**src/rtl/cart_pkg.sv**
```systemverilog
package cart_pkg;

    localparam int CLK_REGS   = 5;
    localparam int CLK_SEL_W  = 3;
    localparam int FLAG_IDX   = CLK_REGS - 1;

    typedef enum logic [2:0] {
        CR_RAM_GATE = 3'd0,
        CR_ROM_SEL  = 3'd1,
        CR_RAM_SEL  = 3'd2,
        CR_LATCH    = 3'd3,
        CR_NONE     = 3'd4
    } ctrl_region_t;

    typedef enum logic [0:0] {
        LATCH_IDLE  = 1'b0,
        LATCH_ARMED = 1'b1
    } latch_state_t;

    typedef enum logic [1:0] {
        WIN_CLOCK = 2'd0,
        WIN_RAM   = 2'd1,
        WIN_FLOAT = 2'd2,
        WIN_OUT   = 2'd3
    } win_src_t;

endpackage

```
**src/rtl/cart_reg_decode.sv**
```systemverilog
module cart_reg_decode
    import cart_pkg::*;
#(
    parameter int RAM_BANKS  = 4,
    parameter int RAM_BANK_W = (RAM_BANKS > 1) ? $clog2(RAM_BANKS) : 1
) (
    input  logic                  clk,
    input  logic                  rst_n,
    input  logic [2:0]            addr_hi,
    input  logic [7:0]            wdata,
    input  logic                  we,
    output logic [6:0]            rom_sel,
    output logic [RAM_BANK_W-1:0] ram_bank,
    output logic                  ram_en,
    output logic                  clk_mode,
    output logic [CLK_SEL_W-1:0]  clk_sel,
    output logic                  latch_pulse
);

    localparam logic [7:0] GATE_OPEN  = 8'h0A;
    localparam logic [7:0] GATE_SHUT  = 8'h00;
    localparam logic [7:0] CLK_FIRST  = 8'h08;
    localparam logic [7:0] CLK_LAST   = 8'(8 + CLK_REGS - 1);
    localparam logic [7:0] RAM_LIMIT  = 8'(RAM_BANKS);

    ctrl_region_t region;
    latch_state_t state_q, state_d;

    always_comb begin
        if (addr_hi[2]) region = CR_NONE;
        else            region = ctrl_region_t'({1'b0, addr_hi[1:0]});
    end

    // control registers
    always_ff @(posedge clk) begin
        if (!rst_n) begin
            rom_sel  <= 7'd1;
            ram_bank <= '0;
            ram_en   <= 1'b0;
            clk_mode <= 1'b0;
            clk_sel  <= '0;
        end else if (we) begin
            unique case (region)
                CR_RAM_GATE: begin
                    if (wdata == GATE_OPEN)      ram_en <= 1'b1;
                    else if (wdata == GATE_SHUT) ram_en <= 1'b0;
                end
                CR_ROM_SEL: begin
                    rom_sel <= (wdata[6:0] == 7'd0) ? 7'd1 : wdata[6:0];
                end
                CR_RAM_SEL: begin
                    if (wdata < RAM_LIMIT) begin
                        ram_bank <= RAM_BANK_W'(wdata);
                        clk_mode <= 1'b0;
                    end else if (wdata >= CLK_FIRST && wdata <= CLK_LAST) begin
                        clk_mode <= 1'b1;
                        clk_sel  <= CLK_SEL_W'(wdata - CLK_FIRST);
                    end
                end
                CR_LATCH, CR_NONE: begin
                end
                default: begin
                end
            endcase
        end
    end

    // latch handshake: state register
    always_ff @(posedge clk) begin
        if (!rst_n) state_q <= LATCH_IDLE;
        else        state_q <= state_d;
    end

    // latch handshake: next state
    always_comb begin
        state_d = state_q;
        if (we && region == CR_LATCH) begin
            unique case (state_q)
                LATCH_IDLE:  state_d = (wdata == 8'h00) ? LATCH_ARMED : LATCH_IDLE;
                LATCH_ARMED: state_d = (wdata == 8'h00) ? LATCH_ARMED : LATCH_IDLE;
                default:     state_d = LATCH_IDLE;
            endcase
        end
    end

    // latch handshake: outputs
    always_comb begin
        latch_pulse = 1'b0;
        unique case (state_q)
            LATCH_IDLE:  latch_pulse = 1'b0;
            LATCH_ARMED: latch_pulse = we && (region == CR_LATCH) && (wdata == 8'h01);
            default:     latch_pulse = 1'b0;
        endcase
    end

    assert_gate_hold_R3: assert property (@(posedge clk) disable iff (!rst_n)
        (we && region == CR_RAM_GATE && wdata != GATE_OPEN && wdata != GATE_SHUT)
        |=> $stable(ram_en));

    assert_rom_zero_fix_R4: assert property (@(posedge clk) disable iff (!rst_n)
        (we && region == CR_ROM_SEL && wdata[6:0] == 7'd0) |=> (rom_sel == 7'd1));

    assert_clk_sel_range_R7: assert property (@(posedge clk) disable iff (!rst_n)
        clk_mode |-> (clk_sel <= CLK_SEL_W'(CLK_REGS - 1)));

    assert_no_idle_fire_R11: assert property (@(posedge clk) disable iff (!rst_n)
        (state_q == LATCH_IDLE) |-> !latch_pulse);

endmodule

```
**src/rtl/cart_clock_file.sv**
```systemverilog
module cart_clock_file
    import cart_pkg::*;
(
    input  logic                 clk,
    input  logic                 rst_n,
    input  logic                 latch,
    input  logic                 wr_en,
    input  logic [CLK_SEL_W-1:0] sel,
    input  logic [7:0]           wr_data,
    input  logic [7:0]           live_sec,
    input  logic [7:0]           live_min,
    input  logic [7:0]           live_hour,
    input  logic [8:0]           live_day,
    output logic [7:0]           rd_data
);

    logic [FLAG_IDX-1:0][7:0] snap;
    logic [7:0]               regs_q [CLK_REGS];
    logic [CLK_REGS-1:0][7:0] regs_view;

    assign snap = {live_day[7:0], live_hour, live_min, live_sec};

    always_ff @(posedge clk) begin
        if (!rst_n) begin
            for (int i = 0; i < CLK_REGS; i++) regs_q[i] <= 8'h00;
        end else if (latch) begin
            for (int i = 0; i < FLAG_IDX; i++) regs_q[i] <= snap[i];
            regs_q[FLAG_IDX] <= {regs_q[FLAG_IDX][7:1], live_day[8]};
        end else if (wr_en && int'(sel) < CLK_REGS) begin
            regs_q[sel] <= wr_data;
        end
    end

    for (genvar g = 0; g < CLK_REGS; g++) begin : g_view
        assign regs_view[g] = regs_q[g];
    end

    assign rd_data = (int'(sel) < CLK_REGS) ? regs_q[sel] : 8'hFF;

    assert_frozen_R11: assert property (@(posedge clk) disable iff (!rst_n)
        (!latch && !wr_en) |=> $stable(regs_view));

    assert_latch_copy_R10: assert property (@(posedge clk) disable iff (!rst_n)
        latch |=> (regs_view[0] == $past(live_sec) &&
                   regs_view[FLAG_IDX][0] == $past(live_day[8]) &&
                   regs_view[FLAG_IDX][7:1] == $past(regs_view[FLAG_IDX][7:1])));

endmodule

```
**src/rtl/cart_addr_map.sv**
```systemverilog
module cart_addr_map
    import cart_pkg::*;
#(
    parameter int ROM_BANKS  = 8,
    parameter int RAM_BANK_W = 2,
    parameter int ROM_BANK_W = $clog2(ROM_BANKS),
    parameter int ROM_AW     = ROM_BANK_W + 14,
    parameter int RAM_AW     = RAM_BANK_W + 13
) (
    input  logic                  clk,
    input  logic                  rst_n,
    input  logic [15:0]           cpu_addr,
    input  logic                  cpu_we,
    input  logic [7:0]            cpu_wdata,
    input  logic [6:0]            rom_sel,
    input  logic [RAM_BANK_W-1:0] ram_bank,
    input  logic                  ram_en,
    input  logic                  clk_mode,
    input  logic [7:0]            clk_rdata,
    input  logic [7:0]            ram_rdata,
    output logic [ROM_AW-1:0]     rom_addr,
    output logic [RAM_AW-1:0]     ram_addr,
    output logic                  ram_we,
    output logic [7:0]            ram_wdata,
    output logic                  clk_we,
    output logic [7:0]            ext_rdata
);

    logic [ROM_BANK_W-1:0] bank_eff;
    logic                  in_window;
    win_src_t              src;

    assign bank_eff  = ROM_BANK_W'({25'd0, rom_sel} % ROM_BANKS);
    assign in_window = (cpu_addr[15:13] == 3'b101);

    always_comb begin
        if (cpu_addr[14]) rom_addr = {bank_eff, cpu_addr[13:0]};
        else              rom_addr = {{ROM_BANK_W{1'b0}}, cpu_addr[13:0]};
    end

    assign ram_addr  = {ram_bank, cpu_addr[12:0]};
    assign ram_wdata = cpu_wdata;

    always_comb begin
        if (!in_window)    src = WIN_OUT;
        else if (clk_mode) src = WIN_CLOCK;
        else if (ram_en)   src = WIN_RAM;
        else               src = WIN_FLOAT;
    end

    always_comb begin
        ext_rdata = 8'hFF;
        ram_we    = 1'b0;
        clk_we    = 1'b0;
        unique case (src)
            WIN_CLOCK: begin
                ext_rdata = clk_rdata;
                clk_we    = cpu_we;
            end
            WIN_RAM: begin
                ext_rdata = ram_rdata;
                ram_we    = cpu_we;
            end
            WIN_FLOAT: ext_rdata = 8'hFF;
            WIN_OUT:   ext_rdata = 8'hFF;
            default:   ext_rdata = 8'hFF;
        endcase
    end

    assert_low_fixed_R1: assert property (@(posedge clk) disable iff (!rst_n)
        (cpu_addr[15:14] == 2'b00) |-> (rom_addr[ROM_AW-1:14] == '0));

    assert_upper_bank_R2: assert property (@(posedge clk) disable iff (!rst_n)
        (cpu_addr[15:14] == 2'b01) |-> (rom_addr[ROM_AW-1:14] != '0 || rom_sel[ROM_BANK_W-1:0] == '0));

    assert_float_R8: assert property (@(posedge clk) disable iff (!rst_n)
        (in_window && !clk_mode && !ram_en) |-> (ext_rdata == 8'hFF));

    assert_clock_first_R8: assert property (@(posedge clk) disable iff (!rst_n)
        (in_window && clk_mode) |-> (ext_rdata == clk_rdata && !ram_we));

    assert_ram_gate_R9: assert property (@(posedge clk) disable iff (!rst_n)
        ram_we |-> (ram_en && !clk_mode && cpu_we && in_window));

endmodule

```
**src/rtl/cart_bank_ctrl.sv**
```systemverilog
module cart_bank_ctrl
    import cart_pkg::*;
#(
    parameter int ROM_BANKS  = 8,
    parameter int RAM_BANKS  = 4,
    parameter int ROM_BANK_W = $clog2(ROM_BANKS),
    parameter int RAM_BANK_W = (RAM_BANKS > 1) ? $clog2(RAM_BANKS) : 1,
    parameter int ROM_AW     = ROM_BANK_W + 14,
    parameter int RAM_AW     = RAM_BANK_W + 13
) (
    input  logic              clk,
    input  logic              rst_n,
    input  logic [15:0]       cpu_addr,
    input  logic [7:0]        cpu_wdata,
    input  logic              cpu_we,
    output logic [ROM_AW-1:0] rom_addr,
    output logic [RAM_AW-1:0] ram_addr,
    output logic              ram_we,
    output logic [7:0]        ram_wdata,
    input  logic [7:0]        ram_rdata,
    output logic [7:0]        ext_rdata,
    input  logic [7:0]        live_sec,
    input  logic [7:0]        live_min,
    input  logic [7:0]        live_hour,
    input  logic [8:0]        live_day
);

    logic [6:0]            rom_sel;
    logic [RAM_BANK_W-1:0] ram_bank;
    logic                  ram_en;
    logic                  clk_mode;
    logic [CLK_SEL_W-1:0]  clk_sel;
    logic                  latch_pulse;
    logic                  clk_we;
    logic [7:0]            clk_rdata;

    cart_reg_decode #(
        .RAM_BANKS  (RAM_BANKS),
        .RAM_BANK_W (RAM_BANK_W)
    ) u_decode (
        .clk         (clk),
        .rst_n       (rst_n),
        .addr_hi     (cpu_addr[15:13]),
        .wdata       (cpu_wdata),
        .we          (cpu_we),
        .rom_sel     (rom_sel),
        .ram_bank    (ram_bank),
        .ram_en      (ram_en),
        .clk_mode    (clk_mode),
        .clk_sel     (clk_sel),
        .latch_pulse (latch_pulse)
    );

    cart_clock_file u_clock (
        .clk       (clk),
        .rst_n     (rst_n),
        .latch     (latch_pulse),
        .wr_en     (clk_we),
        .sel       (clk_sel),
        .wr_data   (cpu_wdata),
        .live_sec  (live_sec),
        .live_min  (live_min),
        .live_hour (live_hour),
        .live_day  (live_day),
        .rd_data   (clk_rdata)
    );

    cart_addr_map #(
        .ROM_BANKS  (ROM_BANKS),
        .RAM_BANK_W (RAM_BANK_W),
        .ROM_BANK_W (ROM_BANK_W),
        .ROM_AW     (ROM_AW),
        .RAM_AW     (RAM_AW)
    ) u_map (
        .clk       (clk),
        .rst_n     (rst_n),
        .cpu_addr  (cpu_addr),
        .cpu_we    (cpu_we),
        .cpu_wdata (cpu_wdata),
        .rom_sel   (rom_sel),
        .ram_bank  (ram_bank),
        .ram_en    (ram_en),
        .clk_mode  (clk_mode),
        .clk_rdata (clk_rdata),
        .ram_rdata (ram_rdata),
        .rom_addr  (rom_addr),
        .ram_addr  (ram_addr),
        .ram_we    (ram_we),
        .ram_wdata (ram_wdata),
        .clk_we    (clk_we),
        .ext_rdata (ext_rdata)
    );

endmodule

```
**config.mk**
```make
export PLATFORM = sky130hd
export DESIGN_NAME = cart_bank_ctrl
export DESIGN_NICKNAME = d
export VERILOG_FILES = /design/src/rtl/cart_pkg.sv /design/src/rtl/cart_reg_decode.sv /design/src/rtl/cart_clock_file.sv /design/src/rtl/cart_addr_map.sv /design/src/rtl/cart_bank_ctrl.sv
export SDC_FILE = /design/constraint.sdc
export NUM_CORES = 1
export LEC_CHECK = 0
export ABC_AREA = 1
export BUFFER_PORTS_ARGS = -buffer_cell sky130_fd_sc_hd__buf_2
export CAP_MARGIN = 0
export CORE_UTILIZATION = 55
export CTS_CLUSTER_SIZE = 14
export DETAILED_ROUTE_END_ITERATION = 6
export PLACE_DENSITY = 0.83
export SYNTH_ARGS = -nofsm -noshare
export SYNTH_HDL_FRONTEND = slang
export SYNTH_SLANG_ARGS = --single-unit
export TNS_END_PERCENT = 50
```
**constraint.sdc**
```tcl
create_clock -name clk -period 4.02 [get_ports clk]
set_input_delay 1.206 -clock clk [delete_from_list [all_inputs] [get_ports clk]]
set_output_delay 1.206 -clock clk [all_outputs]
set_load 0.005 [all_outputs]
```
==> flow_summary.yaml <==
clock_tree:
  root_buffer: "clkbuf_8"
  cts_post_setup_buffers_inserted: 0
  numClockSinks: 78
  tritoncts_clock_tree: "built"
  clkTransAtPathRegs_ns: 0.07
  cts_inserted_buffers: 9
  clock_tree.htree_level_count: 3
  post_cts_resized: 0
  cts.path.max_buffers: 2
  cts_hold_buf: 0
  clk-insertion-delay-late_ns: 0.36
floorplanning:
  die-width_microns: 92.4
  starting_density: 0.576
  core.rowCount: 32
  ios: 117
  die_height_microns: 92.4
  core_sq_um: 7810
  die_ar_sq_um: 8540
logic_synthesis:
  yosys-top-cells-area: "edfxtp_1, nand2_1, nand4_1"
  edff_count_synth: 64
  synth_sequential_area_ratio: 0.490
  asyncSetResetFlopFracSynth: 0
  postSynthRegisterBits: 78
  syn-mean-instance-area_sq_um: 8.75
  primary_flip_flop_cell_chosen_by_synthesis_mapping: "edfxtp_1"
  ys_types: 27
  synth_top_area_cell: "edfxtp_1"
  synth_top_area_frac: 0.427
  mappedNetlistArea_sq_um: 4500
  yosys_warnings: 0
  netlist_instances: 514
placed_design:
  place_hpwl_microns: 7330
  post-place-ws_ns: 0.452
  gp_congestion: 0.865
  dpl-instance-area_sq_um: 4600
  count_of_input_and_output_buffers: 77
global_routing:
  grt_max_degree: 77
  first_global_vias: 3450
  grt_use_total: 0.261
  grt_pass1_wl_microns: 16900
  grt_antenna_before_repair: 0
  grt_overflow_total: 0
drt:
  overall_via_count_from_detail_route: 3828
  post-route-drc-count: 6
  ant_nets: 0
  routed_via_density: 5.73
  wl_per_cell_microns: 16.1
  drt_wl_total_microns: 10800
  drt_iter0_markers: 442
  detailedRoute.firstPassIterationCount: 7
sta:
  max_fclk_mhz: 280
  worstMarginPinSlew_ns: 1.01
  skew_ns: 0.0158
  rsz0062_at_grt: "false"
  finalHoldViolations: 0
  final-max-slew-violation-count: 0
  maxSlewHeadroom: 0.327
  finalWorstSetupSlack_ns: 0.454
  timing.setup.tns_ns: 0
  timing.final.setup_violations: 0
  finalWorstPathRequiredPeriod_ns: 3.57
  final.period_utilization: 0.887
worst_setup_path:
  crit_path_max_incr_delay_ns: 0.35
  start_kind: "input port"
  cp_cell_sequence: "buf_2 -> nor2_4 -> nand2_1 -> or2_2 -> nand2_1 -> inv_1 -> buf_2"
  setup.worst_path.end_class: "primary output"
  timing.critical_path.arrival_ns: 2.36
  critPathSlowestCell: "or2_2"
  setup.reg_to_reg.worst_slack_ns: 2.12
  timing.critical_path.required_ns: 2.81
  criticalPathCategory: "input port to primary output"
  r2r-start: "u_decode.clk_sel[1]"
  worst-path-max-fanout: 8
  timing.rr.end: "u_clock.regs_q[2][0]"
  worst-r2r-cell-count: 4
status:
  outcome: "finished with violations"
  violations_in_the_final_reports: "design-rule violations"
pwr:
  powerDensity_nw_per_um2: 347
  vdd.ir_drop.worst_mv: 0.200
  p_leak_nw: 2.14
min_path:
  worst_hold_path.endpoint: "u_decode.rom_sel[0]"
  whs_path_depth: 2
  worstHoldStart: "u_decode.rom_sel[0]"
  hold_class: "flop to flop"
run:
  timing.max_cap.violations: 0
layout:
  n_antenna_cell: 0
  final_core_util: 0.617
  layout.cell_area.non_filler_sq_um: 4820
  syn_to_final_growth_pct: 7.18
  final_layout_size_suffix_gt1_frac: 0.208
  finish.net_count: 629
  layout.filler_cells: 680
cell families (layout without fill, tap and decap cells):
kind of cell           count (synthesis)  after routing  synth area share
AO/OA/AOI/OAI                         14             14            0.0170
flip-flops                            78             78             0.490
buffers and inverters                102            131             0.145
AND/OR/NAND/NOR                      319            319             0.347
other                                  1             24          0.000834
per-stage QoR:
step / std cells / hold slack [ns] / power [mW]
finish: 668 / 0.503 / 1.67
global route: 668 / 0.524 / 1.72
CTS: 668 / 0.496 / 1.67
detailed placement: 652 / 0.486 / 1.04
global placement: 652 / 0.464 / 1.04
floorplan: 537 / 0.452 / 1.02
power by group:
group / leakage, nW / total (mW) / internal [mW] / switching [mW]
clock network: 0.107 / 0.649 / 0.366 / 0.283
registers: 0.762 / 0.917 / 0.908 / 0.00965
logic: 1.27 / 0.107 / 0.0343 / 0.0728
sequential cells by signal, indices dropped and copies added, names as in the netlist, named ones only:
register and count:
u_decode.rom_sel 3, u_decode.ram_bank 2, u_decode.state_q 1, u_clock.regs_q 64, u_decode.clk_sel 3, u_decode.clk_mode 1
u_decode.ram_en 1
worst max path at each step:
stage	start	to	slack, ns	cells past startpoint
after floorplan	cpu_addr[14]	ext_rdata[1]	0.84	6
after global placement	cpu_addr[13]	ext_rdata[5]	0.48	8
after detailed placement	cpu_addr[14]	ext_rdata[7]	0.45	8
after CTS	cpu_addr[14]	ext_rdata[7]	0.45	8
after global routing	cpu_addr[13]	ext_rdata[2]	0.28	9
final	cpu_addr[14]	ext_rdata[7]	0.45	7
worst max-delay path, delay by kind of cell:
family        cells  cell delay [ns]
buf+inv           3             0.30
simple gates      4             0.84
cells in the mapped netlist (all sizes together), types with 6 or more instances:
cell	instances
nand2	142
nand4	66
clkbuf	9
edfxtp	64
inv	32
or2	7
nor2	31
o21ai	7
buf	59
a21oi	6
nor3	10
nand3	63
dfxtp	14
routing by layer:
layer	routed length, microns	global-route usage	up-vias
met5	0	0	-
met3	1060	0.0304	38
met2	5270	0.427	206
met4	280	0.104	0
li1	-	-	1811
met1	4140	0.355	1773
layout by cell type (no fill, tap or decap), types with 3 or more instances in the layout:
| cell | synthesis | routed |
|---|---|---|
| nand4_1 | 66 | 66 |
| nor2_1 | 27 | 27 |
| edfxtp_1 | 64 | 64 |
| dfxtp_1 | 14 | 14 |
| inv_1 | 31 | 31 |
| nor3_2 | 5 | 5 |
| clkbuf_8 | 4 | 10 |
| nand3_1 | 62 | 62 |
| nor2_4 | 3 | 3 |
| nand2_1 | 140 | 140 |
| a21oi_1 | 6 | 6 |
| or2_2 | 7 | 7 |
| conb_1 | 1 | 24 |
| buf_2 | 12 | 77 |
| nor3_1 | 3 | 3 |
| o21ai_0 | 6 | 6 |
| buf_4 | 37 | 4 |
area by class of cell:
cell class	instances	area, sq um	share of cell area
clock inverter	4	72.6	0.0151
multi-input combinational	357	1730	0.359
sequential	78	2200	0.457
clock buffer	12	145	0.0301
inverter	34	128	0.0265
tap	102	128	0.0265
timing repair buffer	81	415	0.0862
(Power assumes the default switching activity.)
